[src/rtl/tec_pkg.sv]
package tec_pkg;
    localparam int PS_W    = 10;
    localparam int PS_AG   = 0;
    localparam int PS_IE   = 1;
    localparam int PS_PRIV = 2;
    localparam int PS_AM   = 3;
    localparam int PS_PEF  = 4;
    localparam int PS_TLE  = 7;
    localparam int PS_CLE  = 8;
    localparam int PS_RED  = 9;
    localparam int TT_W    = 9;

    typedef enum logic [1:0] {WK_NONE, WK_CLEAN, WK_SPILL, WK_FILL} win_kind_e;

    function automatic win_kind_e classify_tt(input logic [TT_W-1:0] tt);
        if (tt == 9'h024)                       return WK_CLEAN;
        else if (tt[8:6] == 3'b010)             return WK_SPILL;
        else if (tt[8:6] == 3'b011)             return WK_FILL;
        else                                    return WK_NONE;
    endfunction
endpackage

[src/rtl/tec_cwp_adj.sv]
module tec_cwp_adj
    import tec_pkg::*;
#(
    parameter int NWIN = 8,
    parameter int CW   = $clog2(NWIN)
) (
    input  logic [TT_W-1:0] tt,
    input  logic [CW-1:0]   cwp,
    input  logic [CW-1:0]   cansave,
    output logic [CW-1:0]   cwp_new
);
    // NWIN is a power of two, so truncation to CW bits is the modulo.
    always_comb begin
        unique case (classify_tt(tt))
            WK_CLEAN: cwp_new = cwp + CW'(1);
            WK_SPILL: cwp_new = cwp + cansave + CW'(2);
            WK_FILL:  cwp_new = cwp - CW'(1);
            default:  cwp_new = cwp;
        endcase
    end
endmodule

[src/rtl/tec_vec_gen.sv]
module tec_vec_gen
    import tec_pkg::*;
#(
    parameter int AW = 64
) (
    input  logic [AW-1:0]   tba,
    input  logic            nested,
    input  logic [TT_W-1:0] tt,
    output logic [AW-1:0]   pc,
    output logic [AW-1:0]   npc
);
    always_comb begin
        pc  = {tba[AW-1:15], nested, tt, 5'b00000};
        npc = {tba[AW-1:15], nested, tt, 5'b00100};
    end
endmodule

[src/rtl/tec_tstack.sv]
module tec_tstack
    import tec_pkg::*;
#(
    parameter int DEPTH = 5,
    parameter int LW    = 3,
    parameter int TS_W  = 29,
    parameter int AW    = 64
) (
    input  logic            clk,
    input  logic            rst_n,
    input  logic            we,
    input  logic [LW-1:0]   wr_lvl,
    input  logic [TS_W-1:0] wr_tstate,
    input  logic [AW-1:0]   wr_tpc,
    input  logic [AW-1:0]   wr_tnpc,
    input  logic [TT_W-1:0] wr_tt,
    input  logic [LW-1:0]   rd_lvl,
    output logic [TS_W-1:0] rd_tstate,
    output logic [AW-1:0]   rd_tpc,
    output logic [AW-1:0]   rd_tnpc,
    output logic [TT_W-1:0] rd_tt
);
    logic [TS_W-1:0] ts_q  [DEPTH];
    logic [AW-1:0]   pc_q  [DEPTH];
    logic [AW-1:0]   npc_q [DEPTH];
    logic [TT_W-1:0] tt_q  [DEPTH];

    // Level k (1..DEPTH) lives in slot k-1.
    always_ff @(posedge clk) begin
        for (int k = 0; k < DEPTH; k++) begin
            if (!rst_n) begin
                ts_q[k]  <= '0;
                pc_q[k]  <= '0;
                npc_q[k] <= '0;
                tt_q[k]  <= '0;
            end else if (we && wr_lvl == LW'(k + 1)) begin
                ts_q[k]  <= wr_tstate;
                pc_q[k]  <= wr_tpc;
                npc_q[k] <= wr_tnpc;
                tt_q[k]  <= wr_tt;
            end
        end
    end

    always_comb begin
        rd_tstate = '0;
        rd_tpc    = '0;
        rd_tnpc   = '0;
        rd_tt     = '0;
        for (int k = 0; k < DEPTH; k++) begin
            if (rd_lvl == LW'(k + 1)) begin
                rd_tstate = ts_q[k];
                rd_tpc    = pc_q[k];
                rd_tnpc   = npc_q[k];
                rd_tt     = tt_q[k];
            end
        end
    end
endmodule

[src/rtl/tec_top.sv]
module tec_top
    import tec_pkg::*;
#(
    parameter int NWIN    = 8,
    parameter int MAXTL   = 5,
    parameter int AW      = 64,
    parameter bit HAS_FPU = 1'b1,
    parameter int CW      = $clog2(NWIN),
    parameter int TLW     = $clog2(MAXTL + 1),
    parameter int TS_W    = 16 + PS_W + CW
) (
    input  logic            clk,
    input  logic            rst_n,
    input  logic            trap_req,
    input  logic [TT_W-1:0] trap_tt,
    input  logic            trap_async,
    input  logic [7:0]      cur_ccr,
    input  logic [7:0]      cur_asi,
    input  logic [PS_W-1:0] cur_pstate,
    input  logic [CW-1:0]   cur_cwp,
    input  logic [CW-1:0]   cur_cansave,
    input  logic [AW-1:0]   cur_pc,
    input  logic [AW-1:0]   cur_npc,
    input  logic [AW-1:0]   cur_nnpc,
    input  logic [AW-1:0]   tba,
    output logic [TLW-1:0]  tl_o,
    output logic [PS_W-1:0] pstate_o,
    output logic [CW-1:0]   cwp_o,
    output logic            redir_vld,
    output logic [AW-1:0]   redir_pc,
    output logic [AW-1:0]   redir_npc,
    output logic            err_mode,
    input  logic [TLW-1:0]  rd_lvl,
    output logic [TS_W-1:0] rd_tstate,
    output logic [AW-1:0]   rd_tpc,
    output logic [AW-1:0]   rd_tnpc,
    output logic [TT_W-1:0] rd_tt
);
    typedef struct packed {
        logic [TLW-1:0]  tl;
        logic            err;
        logic            vld;
        logic [AW-1:0]   pc;
        logic [AW-1:0]   npc;
        logic [PS_W-1:0] ps;
        logic [CW-1:0]   cwp;
    } ctl_t;

    ctl_t st_d, st_q;

    logic            accept_w;
    logic            ovf_w;
    logic [CW-1:0]   cwp_adj_w;
    logic [AW-1:0]   vec_pc_w;
    logic [AW-1:0]   vec_npc_w;
    logic [PS_W-1:0] ps_forced_w;

    tec_cwp_adj #(.NWIN(NWIN), .CW(CW)) u_cwp (
        .tt      (trap_tt),
        .cwp     (cur_cwp),
        .cansave (cur_cansave),
        .cwp_new (cwp_adj_w)
    );

    tec_vec_gen #(.AW(AW)) u_vec (
        .tba    (tba),
        .nested (st_q.tl != '0),
        .tt     (trap_tt),
        .pc     (vec_pc_w),
        .npc    (vec_npc_w)
    );

    tec_tstack #(.DEPTH(MAXTL), .LW(TLW), .TS_W(TS_W), .AW(AW)) u_stk (
        .clk       (clk),
        .rst_n     (rst_n),
        .we        (accept_w),
        .wr_lvl    (st_q.tl + TLW'(1)),
        .wr_tstate ({cur_ccr, cur_asi, cur_pstate, cur_cwp}),
        .wr_tpc    (trap_async ? cur_npc  : cur_pc),
        .wr_tnpc   (trap_async ? cur_nnpc : cur_npc),
        .wr_tt     (trap_tt),
        .rd_lvl    (rd_lvl),
        .rd_tstate (rd_tstate),
        .rd_tpc    (rd_tpc),
        .rd_tnpc   (rd_tnpc),
        .rd_tt     (rd_tt)
    );

    always_comb begin
        accept_w = trap_req && !st_q.err && (st_q.tl < TLW'(MAXTL));
        ovf_w    = trap_req && !st_q.err && (st_q.tl == TLW'(MAXTL));

        ps_forced_w          = cur_pstate;
        ps_forced_w[PS_RED]  = 1'b0;
        ps_forced_w[PS_PEF]  = HAS_FPU;
        ps_forced_w[PS_AM]   = 1'b0;
        ps_forced_w[PS_PRIV] = 1'b1;
        ps_forced_w[PS_IE]   = 1'b0;
        ps_forced_w[PS_AG]   = 1'b1;
        ps_forced_w[PS_CLE]  = cur_pstate[PS_TLE];

        st_d     = st_q;
        st_d.vld = 1'b0;
        if (accept_w) begin
            st_d.tl  = st_q.tl + TLW'(1);
            st_d.vld = 1'b1;
            st_d.pc  = vec_pc_w;
            st_d.npc = vec_npc_w;
            st_d.ps  = ps_forced_w;
            st_d.cwp = cwp_adj_w;
        end
        if (ovf_w) begin
            st_d.err = 1'b1;
        end
    end

    always_ff @(posedge clk) begin
        if (!rst_n) st_q <= '0;
        else        st_q <= st_d;
    end

    assign tl_o      = st_q.tl;
    assign pstate_o  = st_q.ps;
    assign cwp_o     = st_q.cwp;
    assign redir_vld = st_q.vld;
    assign redir_pc  = st_q.pc;
    assign redir_npc = st_q.npc;
    assign err_mode  = st_q.err;
endmodule

[config.mk]
export PLATFORM = sky130hd
export DESIGN_NAME = tec_top
export DESIGN_NICKNAME = d
export VERILOG_FILES = /design/src/rtl/tec_pkg.sv /design/src/rtl/tec_cwp_adj.sv /design/src/rtl/tec_vec_gen.sv /design/src/rtl/tec_tstack.sv /design/src/rtl/tec_top.sv
export SDC_FILE = /design/constraint.sdc
export NUM_CORES = 1
export LEC_CHECK = 0
export CORE_AREA = 4 4 372 374
export CTS_CLUSTER_SIZE = 14
export DETAILED_ROUTE_END_ITERATION = 16
export DIE_AREA = 0 0 376 378
export HOLD_SLACK_MARGIN = 0.02
export PLACE_DENSITY_LB_ADDON = 0.05
export SYNTH_ARGS = -nofsm -noshare
export SYNTH_HDL_FRONTEND = slang
export SYNTH_SLANG_ARGS = --single-unit
export TNS_END_PERCENT = 100
[constraint.sdc]
create_clock -name clk -period 6.65 [get_ports clk]
set_clock_uncertainty 0.2 [all_clocks]
set_input_delay 1.6625 -clock clk [delete_from_list [all_inputs] [get_ports clk]]
set_output_delay 1.6625 -clock clk [all_outputs]
set_load 0.01 [all_outputs]
==> results.cfg, run 1 <==
[synthesis]
async_flop_share = 0
avgSynthCellArea_um2 = 13.0
yosysWarningCount = 0
synth_ff_type = edfxtp_1
synth_top_cell_by_area = edfxtp_1
synth-edff-count = 830
ys_seq_elements = 901
syn_area_mm2 = 0.0404
yosysTopAreaCellShare = 0.617
ys_types = 47
syn_inst = 3116
yosys-top-cells-area = edfxtp_1, mux2i_1, nor2_1, mux2_2, dfxtp_1
seq_area_frac_synth = 0.652

[route]
via_per_inst = 4.93
drtIter0Drc = 1704
drc_errors = 0
vias = 26804
drtPass1Iterations = 5
wl_per_cell_um = 25.0
wl_um = 136000
postRouteAntennaNets = 0

[power_and_ir_drop]
ir_drop_v = 0.000205
total_power_mw = 14.0
p_leak_nw = 18.9
p_per_area_mw_per_mm2 = 274

[cts]
numCtsBuffers = 105
cts-root-buf = clkbuf_16
cts_hold_buf = 0
cts_num_sinks = 901
clk_transition_reported_paths_ps = 60
cts_max_level = 3
cts_tree = done
clock_latency_ps = 690
cts_resized = 0
post_cts_buffers = 0
cts.path.max_buffers = 3

[grt]
antenna_found_initial = 7
grt_pass1_wl_um = 195000
grt_max_degree = 131
grt_use_total = 0.186
grt_pass1_vias = 28704
globalRouteOverflowTotal = 0

[placed_design]
dp_hpwl_um = 78700
gp_congestion = 0.722
port_buffers = 588

[sta]
setup-violations-final = 0
worstMarginPinSlew_ps = 1090
fin_setup_tns_ps = 0
fin_crit_sh = 0.889
rsz0062_at_grt = no
maxSlewHeadroom = 0.276
layout_min_cycle_time_ps = 5910
finalHoldViolCount = 0
drv_slew = 0
fmaxAchievable_ghz = 0.169

[critical_path]
critPathSlowestCell = clkdlybuf4s50_1
required_ps = 4790
crit_family = buffers and inverters
cpPeakStageDelay_ps = 740
cp_max_fo = 57
critPathKind = input pin to output port
end_kind = output port
worst_ep_arrival_time_ps = 4050
r2r-start = tl_o[0]
r2r_slack_ps = 3390
reg2reg_depth = 6
critical_path_buf_inv_count = 4
crit_path_cell_trace = clkbuf_8, nor2b_4, buf_12, buf_4, a22oi_1, o22ai_1, clkdlybuf4s50_1
startpoint_type = input pin
worst_r2r_endpoint = u_stk.npc_q[1][11]

[finish]
final_cell_mix = edfxtp_1, nor2_1, clkdlybuf4s50_1
nFillCells = 12918
nets = 3881
layout_commonest_cell = edfxtp_1
drive_above_1_share = 0.113
syn2layout_area_growth_pct = 26.3

[die]
die_area_mm2 = 0.142
initial_utilization = 0.299
rows = 135
fp.dieH_um = 378
die_x_um = 376
pin_count = 616
coreArea_mm2 = 0.135

[run_status]
status = complete, no violations

[hold_path]
holdPathEnd = pstate_o[6]
hold_path_depth = 2
worstHoldStart = pstate_o[6]
hold_class = flop to flop

[run]
cap_viol_max_count = 0
-- worst reg2reg max path, cell delays in order, from the launching register on --
cell      delay (ps)
dfxtp_1          390
ha_1             300
and4bb_1         240
o21a_4           270
nand3_4          450
buf_4            830
nor2_1           260
-- logic make-up (layout without fill, tap and decap cells) --
| kind of cell | Yosys count | after routing | share of synthesized area |
|---|---|---|---|
| XOR/XNOR | 5 | 5 | 0.00127 |
| AO/OA/AOI/OAI | 412 | 412 | 0.0719 |
| multiplexers | 461 | 461 | 0.119 |
| flip-flops | 901 | 901 | 0.652 |
| buffers and inverters | 326 | 856 | 0.0447 |
| AND/OR/NAND/NOR | 1000 | 1000 | 0.107 |
| adder cells (fa/ha/maj) | 10 | 10 | 0.00328 |
| other | 1 | 15 | 0.0000929 |
-- power breakdown --
part	internal (mW)	switching [mW]	total, mW	leakage [nW]
logic	0.702	0.971	1.67	8.03
registers	6.55	0.0985	6.65	9.26
clock network	3.29	2.34	5.63	1.64
-- Yosys cell counts (4+ instances only) --
library cell / instances
a21boi_0: 63
a22oi_1: 166
and2_1: 182
and3_1: 4
buf_1: 14
buf_2: 118
buf_4: 88
buf_6: 14
clkbuf_1: 85
dfxtp_1: 71
edfxtp_1: 830
ha_1: 9
inv_1: 7
mux2_2: 167
mux2i_1: 294
nand2_1: 135
nand3_1: 8
nor2_1: 652
nor2b_1: 5
o22ai_1: 166
xnor2_1: 4
-- worst max path at each step --
| stage | startpoint | end | slack, ps | cells after the start |
|---|---|---|---|---|
| global route | rd_lvl[1] | rd_tpc[39] | 620 | 7 |
| detailed placement | rd_lvl[1] | rd_tpc[39] | 720 | 7 |
| floorplan | trap_req | u_stk.npc_q[3][0] | 20 | 6 |
| finish | rd_lvl[1] | rd_tpc[39] | 740 | 7 |
| CTS | rd_lvl[1] | rd_tpc[39] | 700 | 7 |
| global placement | rd_lvl[1] | rd_tpc[21] | 730 | 6 |
-- routing by layer --
metal,GRT usage,routed length (um),vias to the layer above
met5,0,69,-
met4,0.0497,3010,10
met3,0.0431,8540,150
met2,0.319,67000,724
met1,0.235,57500,13721
li1,-,-,12199
-- metrics by stage --
step                      hold WS [ps]  worst slack (ps)  cell area [um2]  utilization  instances
after floorplan                    288              19.2            40400            -       3127
after global placement             255               734            47700        0.353       5241
after detailed placement           272               716            47700        0.353       5241
after CTS                          289               703            51000        0.378       5438
after global routing               312               616            51000        0.378       5438
final                              281               736            51000        0.378       5441
-- layout make-up --
class | count | area (um2) | share of cell area
sequential | 901 | 26300 | 0.516
clock inverter | 62 | 538 | 0.0105
inverter | 7 | 26.3 | 0.000515
multi-input combinational | 1900 | 12400 | 0.243
tap | 1781 | 2230 | 0.0437
antenna | 3 | 7.51 | 0.000147
clock buffer | 135 | 2810 | 0.0551
timing repair buffer | 652 | 6670 | 0.131
-- sequential cells by signal, indices dropped and copies added (netlist names) --
register,flops
redir_npc,59
u_stk.ts_q,145
u_stk.tt_q,45
err_mode,1
cwp_o,3
redir_vld,1
tl_o,3
u_stk.pc_q,320
u_stk.npc_q,320
pstate_o,4
(Power assumes the default switching activity.)
==> run 2: changes to the inputs <==
- TNS_END_PERCENT: 100 -> 1
==> results of run 2 <==
Same layout as run 1: the final DEF is identical, and so are final timing and power.
